==> config.mk <==
export PLATFORM = sky130hd
export DESIGN_NAME = mixdot_pair_unit
export DESIGN_NICKNAME = d
export VERILOG_FILES = /design/src/rtl/mixdot_pkg.sv /design/src/rtl/mixdot_lane_mul.sv /design/src/rtl/mixdot_pair_sat.sv /design/src/rtl/mixdot_pair_unit.sv
export SDC_FILE = /design/constraint.sdc
export NUM_CORES = 2
export LEC_CHECK = 0
export CAP_MARGIN = 10
export CORE_ASPECT_RATIO = 1.25
export CORE_MARGIN = 10
export CORE_UTILIZATION = 55
export CTS_CLUSTER_SIZE = 24
export DETAILED_ROUTE_END_ITERATION = 10
export GPL_TIMING_DRIVEN = 0
export HOLD_SLACK_MARGIN = 0.1
export PLACE_DENSITY_LB_ADDON = 0.3
export SKIP_LAST_GASP = 1
export SYNTH_ARGS = -nofsm -noshare
export SYNTH_HDL_FRONTEND = slang
export SYNTH_SLANG_ARGS = --single-unit
==> constraint.sdc <==
create_clock -name clk -period 6.53 [get_ports clk]
set_clock_uncertainty 0.15 [all_clocks]
set_input_delay 0.653 -clock clk [delete_from_list [all_inputs] [get_ports clk]]
set_output_delay 0.653 -clock clk [all_outputs]
set_load 0.1 [all_outputs]
==> src/rtl/mixdot_pkg.sv <==
package mixdot_pkg;

   // Allowed pipeline depths of the unit.
   localparam int unsigned MD_MIN_STAGES = 1;
   localparam int unsigned MD_MAX_STAGES = 2;

   // Operand width selection.
   typedef enum logic {
      MD_NARROW = 1'b0,
      MD_WIDE   = 1'b1
   } md_width_e;

endpackage

==> src/rtl/mixdot_lane_mul.sv <==
// One byte lane: unsigned element times signed element.
module mixdot_lane_mul #(
   parameter int unsigned ELEM_W = 8,
   localparam int unsigned PW = 2 * ELEM_W
) (
   input  logic [ELEM_W-1:0] u_elem,
   input  logic [ELEM_W-1:0] s_elem,
   output logic [PW-1:0]     prod
);

   logic [PW-1:0] u_ext;
   logic [PW-1:0] s_ext;

   assign u_ext = {{ELEM_W{1'b0}}, u_elem};
   assign s_ext = {{ELEM_W{s_elem[ELEM_W-1]}}, s_elem};

   // The true product fits in PW signed bits, so the product modulo 2^PW is exact.
   assign prod = PW'($signed(u_ext) * $signed(s_ext));

endmodule

==> src/rtl/mixdot_pair_sat.sv <==
// Adds two signed products one bit wider and clamps to the signed PW range.
module mixdot_pair_sat #(
   parameter int unsigned PW = 16
) (
   input  logic [PW-1:0] p_lo,
   input  logic [PW-1:0] p_hi,
   output logic [PW-1:0] word_o,
   output logic          sat_o
);

   logic [PW:0] sum;

   assign sum = {p_lo[PW-1], p_lo} + {p_hi[PW-1], p_hi};

   always_comb begin
      sat_o = sum[PW] ^ sum[PW-1];
      if (sat_o) begin
         word_o = {sum[PW], {(PW-1){~sum[PW]}}};
      end else begin
         word_o = sum[PW-1:0];
      end
   end

endmodule

==> src/rtl/mixdot_pair_unit.sv <==
module mixdot_pair_unit
   import mixdot_pkg::*;
#(
   parameter int unsigned ELEM_W      = 8,
   parameter int unsigned MAX_WORDS   = 8,
   parameter int unsigned PIPE_STAGES = 2,
   localparam int unsigned LANES = 2 * MAX_WORDS,
   localparam int unsigned PW    = 2 * ELEM_W,
   localparam int unsigned OP_W  = LANES * ELEM_W,
   localparam int unsigned RES_W = MAX_WORDS * PW
) (
   input  logic             clk,
   input  logic             rst_n,
   input  logic             in_valid,
   input  logic             in_wide,
   input  logic [OP_W-1:0]  in_opa,
   input  logic [OP_W-1:0]  in_opb,
   output logic             out_valid,
   output logic [RES_W-1:0] out_result,
   output logic [MAX_WORDS-1:0] out_sat
);

   localparam int unsigned NARROW_LANES = LANES / 2;

   // Elaboration-time parameter checks.
   if (PIPE_STAGES < MD_MIN_STAGES || PIPE_STAGES > MD_MAX_STAGES) begin : g_bad_stages
      $error("mixdot_pair_unit: PIPE_STAGES must be 1 or 2");
   end
   if (ELEM_W < 2) begin : g_bad_elem
      $error("mixdot_pair_unit: ELEM_W must be at least 2");
   end
   if (MAX_WORDS < 2 || (MAX_WORDS % 2) != 0) begin : g_bad_words
      $error("mixdot_pair_unit: MAX_WORDS must be even and at least 2");
   end

   md_width_e mode;
   assign mode = md_width_e'(in_wide);

   logic [LANES-1:0][PW-1:0] prod_c;
   logic [LANES-1:0][PW-1:0] mid_prod;
   logic                     mid_valid;

   // Lane multipliers; upper lanes are forced to zero in narrow mode.
   for (genvar i = 0; i < LANES; i++) begin : g_lane
      logic [ELEM_W-1:0] a_el;
      logic [ELEM_W-1:0] b_el;
      if (i < NARROW_LANES) begin : g_low
         assign a_el = in_opa[i*ELEM_W +: ELEM_W];
         assign b_el = in_opb[i*ELEM_W +: ELEM_W];
      end else begin : g_high
         assign a_el = (mode == MD_WIDE) ? in_opa[i*ELEM_W +: ELEM_W] : '0;
         assign b_el = (mode == MD_WIDE) ? in_opb[i*ELEM_W +: ELEM_W] : '0;
      end
      mixdot_lane_mul #(.ELEM_W(ELEM_W)) u_mul (
         .u_elem(a_el),
         .s_elem(b_el),
         .prod  (prod_c[i])
      );
   end

   // Optional product register between multiply and add stages.
   if (PIPE_STAGES == 2) begin : g_two_stage
      always_ff @(posedge clk or negedge rst_n) begin
         if (!rst_n) begin
            mid_valid <= 1'b0;
            mid_prod  <= '0;
         end else begin
            mid_valid <= in_valid;
            if (in_valid) begin
               mid_prod <= prod_c;
            end
         end
      end
   end else begin : g_one_stage
      assign mid_valid = in_valid;
      assign mid_prod  = prod_c;
   end

   logic [MAX_WORDS-1:0][PW-1:0] word_c;
   logic [MAX_WORDS-1:0]         sat_c;

   for (genvar k = 0; k < MAX_WORDS; k++) begin : g_pair
      mixdot_pair_sat #(.PW(PW)) u_sat (
         .p_lo  (mid_prod[2*k]),
         .p_hi  (mid_prod[2*k+1]),
         .word_o(word_c[k]),
         .sat_o (sat_c[k])
      );
   end

   // Output register; holds its value while no operation completes.
   always_ff @(posedge clk or negedge rst_n) begin
      if (!rst_n) begin
         out_valid  <= 1'b0;
         out_result <= '0;
         out_sat    <= '0;
      end else begin
         out_valid <= mid_valid;
         if (mid_valid) begin
            out_result <= word_c;
            out_sat    <= sat_c;
         end
      end
   end

endmodule

# --- Word level (Yosys, flattened, before mapping) ---
# Cells that the tools add are included.
totals:
  register_bits: 394
  latch_bits: 0
  ramBits: 0
  rom_bits: 0
  inputBits: 260
  output_inout_bits: 137
  wordCells: 84
  memories: 0
op_classes:
  addsub: 8
  n_mul: 16
  n_div: 0
  order_cmp: 0
  n_eq_ne: 0
  shifts: 0
  muxes: 24
  bitwise: 16
  reduce_logical: 0
op_table:
  columns: ["cell", "count"]
  rows:
  - ["$mul 9x8->16", 16]
  - ["$add 16x16->17", 8]
  - ["$mux 16", 8]
  - ["$mux 8", 16]
  - ["$not 1->1", 8]
  - ["$xor 1x1->1", 8]

# --- Logic depth before layout (Yosys ltp) ---
depth:
  word_depth: 3
  ltp_mapped: 24
  mapped_depth_nobuf: 20

# --- By module ---
# From an unflattened synthesis, not the netlist that was laid out.
unflattened:
  hier_cells: 6039
  hier_area_um2: 58411.0
modules_own_cells:
  columns: ["mod", "instances", "cells_each", "area_per_inst_um2", "seq_area_each_um2"]
  rows:
  - ["mixdot_lane_mul (g_lane[0].u_mul ...)", 8, 257, 2204.6, 0.0]
  - ["mixdot_pair_unit", 1, 971, 15695.1, 9859.5]
  - ["mixdot_lane_mul (g_lane[6].u_mul ...)", 4, 255, 2195.9, 0.0]
  - ["mixdot_lane_mul (g_lane[2].u_mul ...)", 4, 240, 2107.0, 0.0]
  - ["mixdot_pair_sat (g_pair[0].u_sat ...)", 4, 139, 1018.5, 0.0]
  - ["mixdot_pair_sat (g_pair[1].u_sat ...)", 4, 119, 948.4, 0.0]

# --- Worst setup path after synthesis ---
# Ideal clock, no wire load.
synth_path:
  path_kind: "input to register"
  start: "in in_wide"
  end: "reg mid_prod[158] (netlist bit)"
  setup_ps: 124
  arrival_time_ps: 5452
  t_required_ps: 6256
  slack_ps: 804
  path_stages: 20
  path_buffers: 4
  cell_sequence: "clkbuf_1 -> clkbuf_1 -> clkbuf_1 -> clkbuf_1 -> nand3_1 -> fa_1 -> fa_1 -> inv_1 -> fa_1 -> inv_1 -> fa_1 -> inv_1 -> ha_1 -> o21ai_0 -> a21boi_0 -> o21ai_0 -> a21boi_0 -> o41ai_1 -> mux2i_1 -> a211o_1"
synth_via:
  elab_chain_len: 2
  elab_cells_between_ends: 3
  classes_between: "mul: 1; mux: 2"
synth_lines:
  columns: ["element", "line_no", "source"]
  rows:
  - ["start, declared", "mixdot_pair_unit.sv:15", "input logic in_wide,"]
  - ["$mux 8, on equally long branches", "mixdot_pair_unit.sv:51, mixdot_pair_unit.sv:52", null]
  - ["$mul 9x8->16 *", "mixdot_lane_mul.sv:18", "assign prod = PW'($signed(u_ext) * $signed(s_ext));"]
  - ["end signal, assigned", "mixdot_pair_unit.sv:70", "mid_prod <= prod_c;"]
  - ["end, declared", "mixdot_pair_unit.sv:40", "logic [LANES-1:0][PW-1:0] mid_prod;"]
# Mark *: on every way between the ends. The rest lies on a longest branch, timed or not.
# A chain may end at the register's enable or synchronous reset.

# --- Worst setup path in the final report ---
layout_path:
  start: "in in_wide"
  end: "reg mid_prod[142] (netlist bit)"
# The elaborated chain is that of the path after synthesis.

==> results.toml <==
[run_status]
status = "complete, no violations"

[layout]
fin_util_pct = 62.7
area_delta_synth_final_pct = 13.3
nets = 8112
stdcell_count = 7846
drive_gt1_share_pct = 5.26
final_cell_area_mm2 = 0.0628

[setup_path]
endpoint = "mid_prod[142]"
worstPathRequired_ps = 6860
r2r_start = "mid_prod[16]"
reg2regPathDepth = 12
worstSetupPathType = "input port to flip-flop"
crit_arrival_ps = 6690
rr_endpoint = "out_result[4]"
cp-start-kind = "input port"
rrSetupSlack_ps = 3040
critPathLaunch = "in_wide"
cp-end-kind = "flip-flop"
crit_path_max_fanout = 10

[clocking]
cts.htree.levels = 2
cts_tree = "yes"
clockRootBuffer = "clkbuf_16"
cts_inserted_buffers = 43
path_clk_slew_ps = 70
clk_latency_ps = 600
cts.path.max_buffers = 3
cts_setup_buffers = 0
cts_sinks = 394

[power]
powerDensity_mw_per_mm2 = 378
power.total_mw = 23.7
ir_drop_v = 0.000277
p_leak_nw = 32.0

[timing]
slew_viol_final = 0
fin_crit_sh_pct = 97.4
fmax_mhz = 157
relSlewSlack_pct = 6.90
rsz0062_at_grt = "yes"
whs_ps = 229
fin_crit_ps = 6360
setup_ws_ps = 170
setup_violations = 0
hold_violations = 0
setup_tns_ps = 0
worstMarginPinSlew_ps = 1400

[routing]
drc_errors = 0
dr.first_iter.drc_count = 3370
wl_per_cell_um = 21.0
wl_um = 165000
avgViaCountPerCell = 5.84
first_pass_iters = 6
vias = 45835
final_antenna_net_count = 0

[placed_design]
routabilityCongestion = 0.945
place_ws_ps = -1240
placed_area_mm2 = 0.0612
dpl.hpwl_um = 134000
dp_cells = 7764
io_buffers = 395

[job]
cap_violations = 0

[synth]
syn_inst = 6041
synth.avg_cell_area_um2 = 9.17
synth_edf_count = 0
synthTopCellsByArea = "fa_1 (22%), dfrtp_1 (18%), ha_1 (17%)"
ys_seq_area_share_pct = 17.8
synthArstFlopShare_pct = 100
synth_commonest_cells = "inv_1 (952), ha_1 (760), fa_1 (600), dfrtp_1 (394), nor2_1 (358)"
synthDistinctLibCells = 86
synth_area_leader_cell = "fa_1"
ys.flop_type = "dfrtp_1"
yosys_warnings = 0
synth_nets = 7661
ys_ff_latch = 394
yosysTopAreaCellShare_pct = 21.7
yosysMostFrequentCell = "inv_1"
netlist_area_mm2 = 0.0554

[floorplanning]
row_count = 130
die_w_um = 304
die_y_um = 375
start_util_pct = 55.3
core_mm2 = 0.100
num_io_pins = 397
die-area_mm2 = 0.114

[global_route]
gr-total-overflow = 0
antenna_found_initial = 4
grt_usage_pct = 28.4
grt_pass1_vias = 47404
grt_pass1_wl_um = 260000
grt_max_degree = 125

[worst_hold_path]
hp-start = "mid_valid"
hold_path_class = "flip-flop to flip-flop"
-- registers in the layout, indices dropped and copies added, names as in the netlist --
register,cells
out_sat,8
out_result,128
mid_valid,1
mid_prod,256
out_valid,1
-- per-layer routing --
layer  share of wire, %  routed length [µm]  vias to the layer above  track usage (%)
met5              0.018                  29                        -                0
met4                4.7                7810                        4             12.3
met3                8.1               13300                      316             5.84
met2                 47               77900                     1725             47.8
met1                 40               65600                    22695             35.1
li1                   -                   -                    21095                -
-- power by group --
group | internal (mW) | total [mW] | switching (mW)
Combinational | 6.23 | 16.7 | 10.5
Sequential | 3.46 | 4.30 | 0.839
Clock | 1.58 | 2.70 | 1.13
-- final cells by class --
type / count / area [µm²]
Clock buffer: 53 / 1220
Sequential cell: 394 / 9860
Tap cell: 1320 / 1650
Fill cell: 8573 / 37400
Multi-Input combinational cell: 4544 / 41400
Antenna cell: 1 / 2.50
Timing Repair Buffer: 406 / 4170
Buffer: 150 / 622
Clock inverter: 25 / 324
Inverter: 953 / 3580
-- repair_timing --
item,in CTS,in global routing
gates resized for setup,10,11
endpoints found under the setup margin,33,28
hold buffers,1,0
pin swaps,0,0
hold endpoints to repair,49,0
-- worst min path at each step --
| stage | end | depth (start not counted) |
|---|---|---|
| after floorplan | out_valid | 0 |
| after global placement | out_valid | 0 |
| after detailed placement | out_valid | 0 |
| after CTS | out_valid | 0 |
| after global routing | out_valid | 0 |
| final | out_valid | 0 |
-- critical path, stage by stage --
cell and delay, ps:
clkbuf_2 270, clkbuf_2 380, clkbuf_1 460, clkbuf_1 540, nand3_1 200, fa_1 460, inv_1 80, fa_1 410
inv_1 100, fa_1 420, fa_1 490, inv_1 40, ha_1 310, nor2b_1 150, o21ai_0 270, a21boi_0 160
o21ai_0 240, a21boi_0 190, o41ai_1 450, mux2i_1 140, a211o_1 280
-- cell usage in the layout, fill, tap and decap left out, types with 89 or more instances in the layout --
cell type | synthesis | final
nand3_1 | 174 | 174
a21o_1 | 89 | 89
clkdlybuf4s50_1 | 0 | 394
nand2_1 | 315 | 315
ha_1 | 760 | 760
inv_1 | 952 | 952
and3_1 | 335 | 335
mux2_2 | 143 | 143
a21oi_1 | 216 | 216
nor2_1 | 358 | 358
fa_1 | 600 | 600
xnor2_1 | 176 | 176
o21ai_0 | 193 | 193
and2_1 | 336 | 336
clkbuf_1 | 126 | 112
dfrtp_1 | 394 | 394
nor3_1 | 123 | 123
-- logic make-up after synthesis --
group	synth area share [%]
XOR/XNOR	3.73
AND/OR/NAND/NOR	18.0
multiplexers	3.18
flip-flops	17.8
AO/OA/AOI/OAI	10.9
adder cells (fa/ha/maj)	38.8
buffers and inverters	7.55
Power figures use the tool's default switching activity.
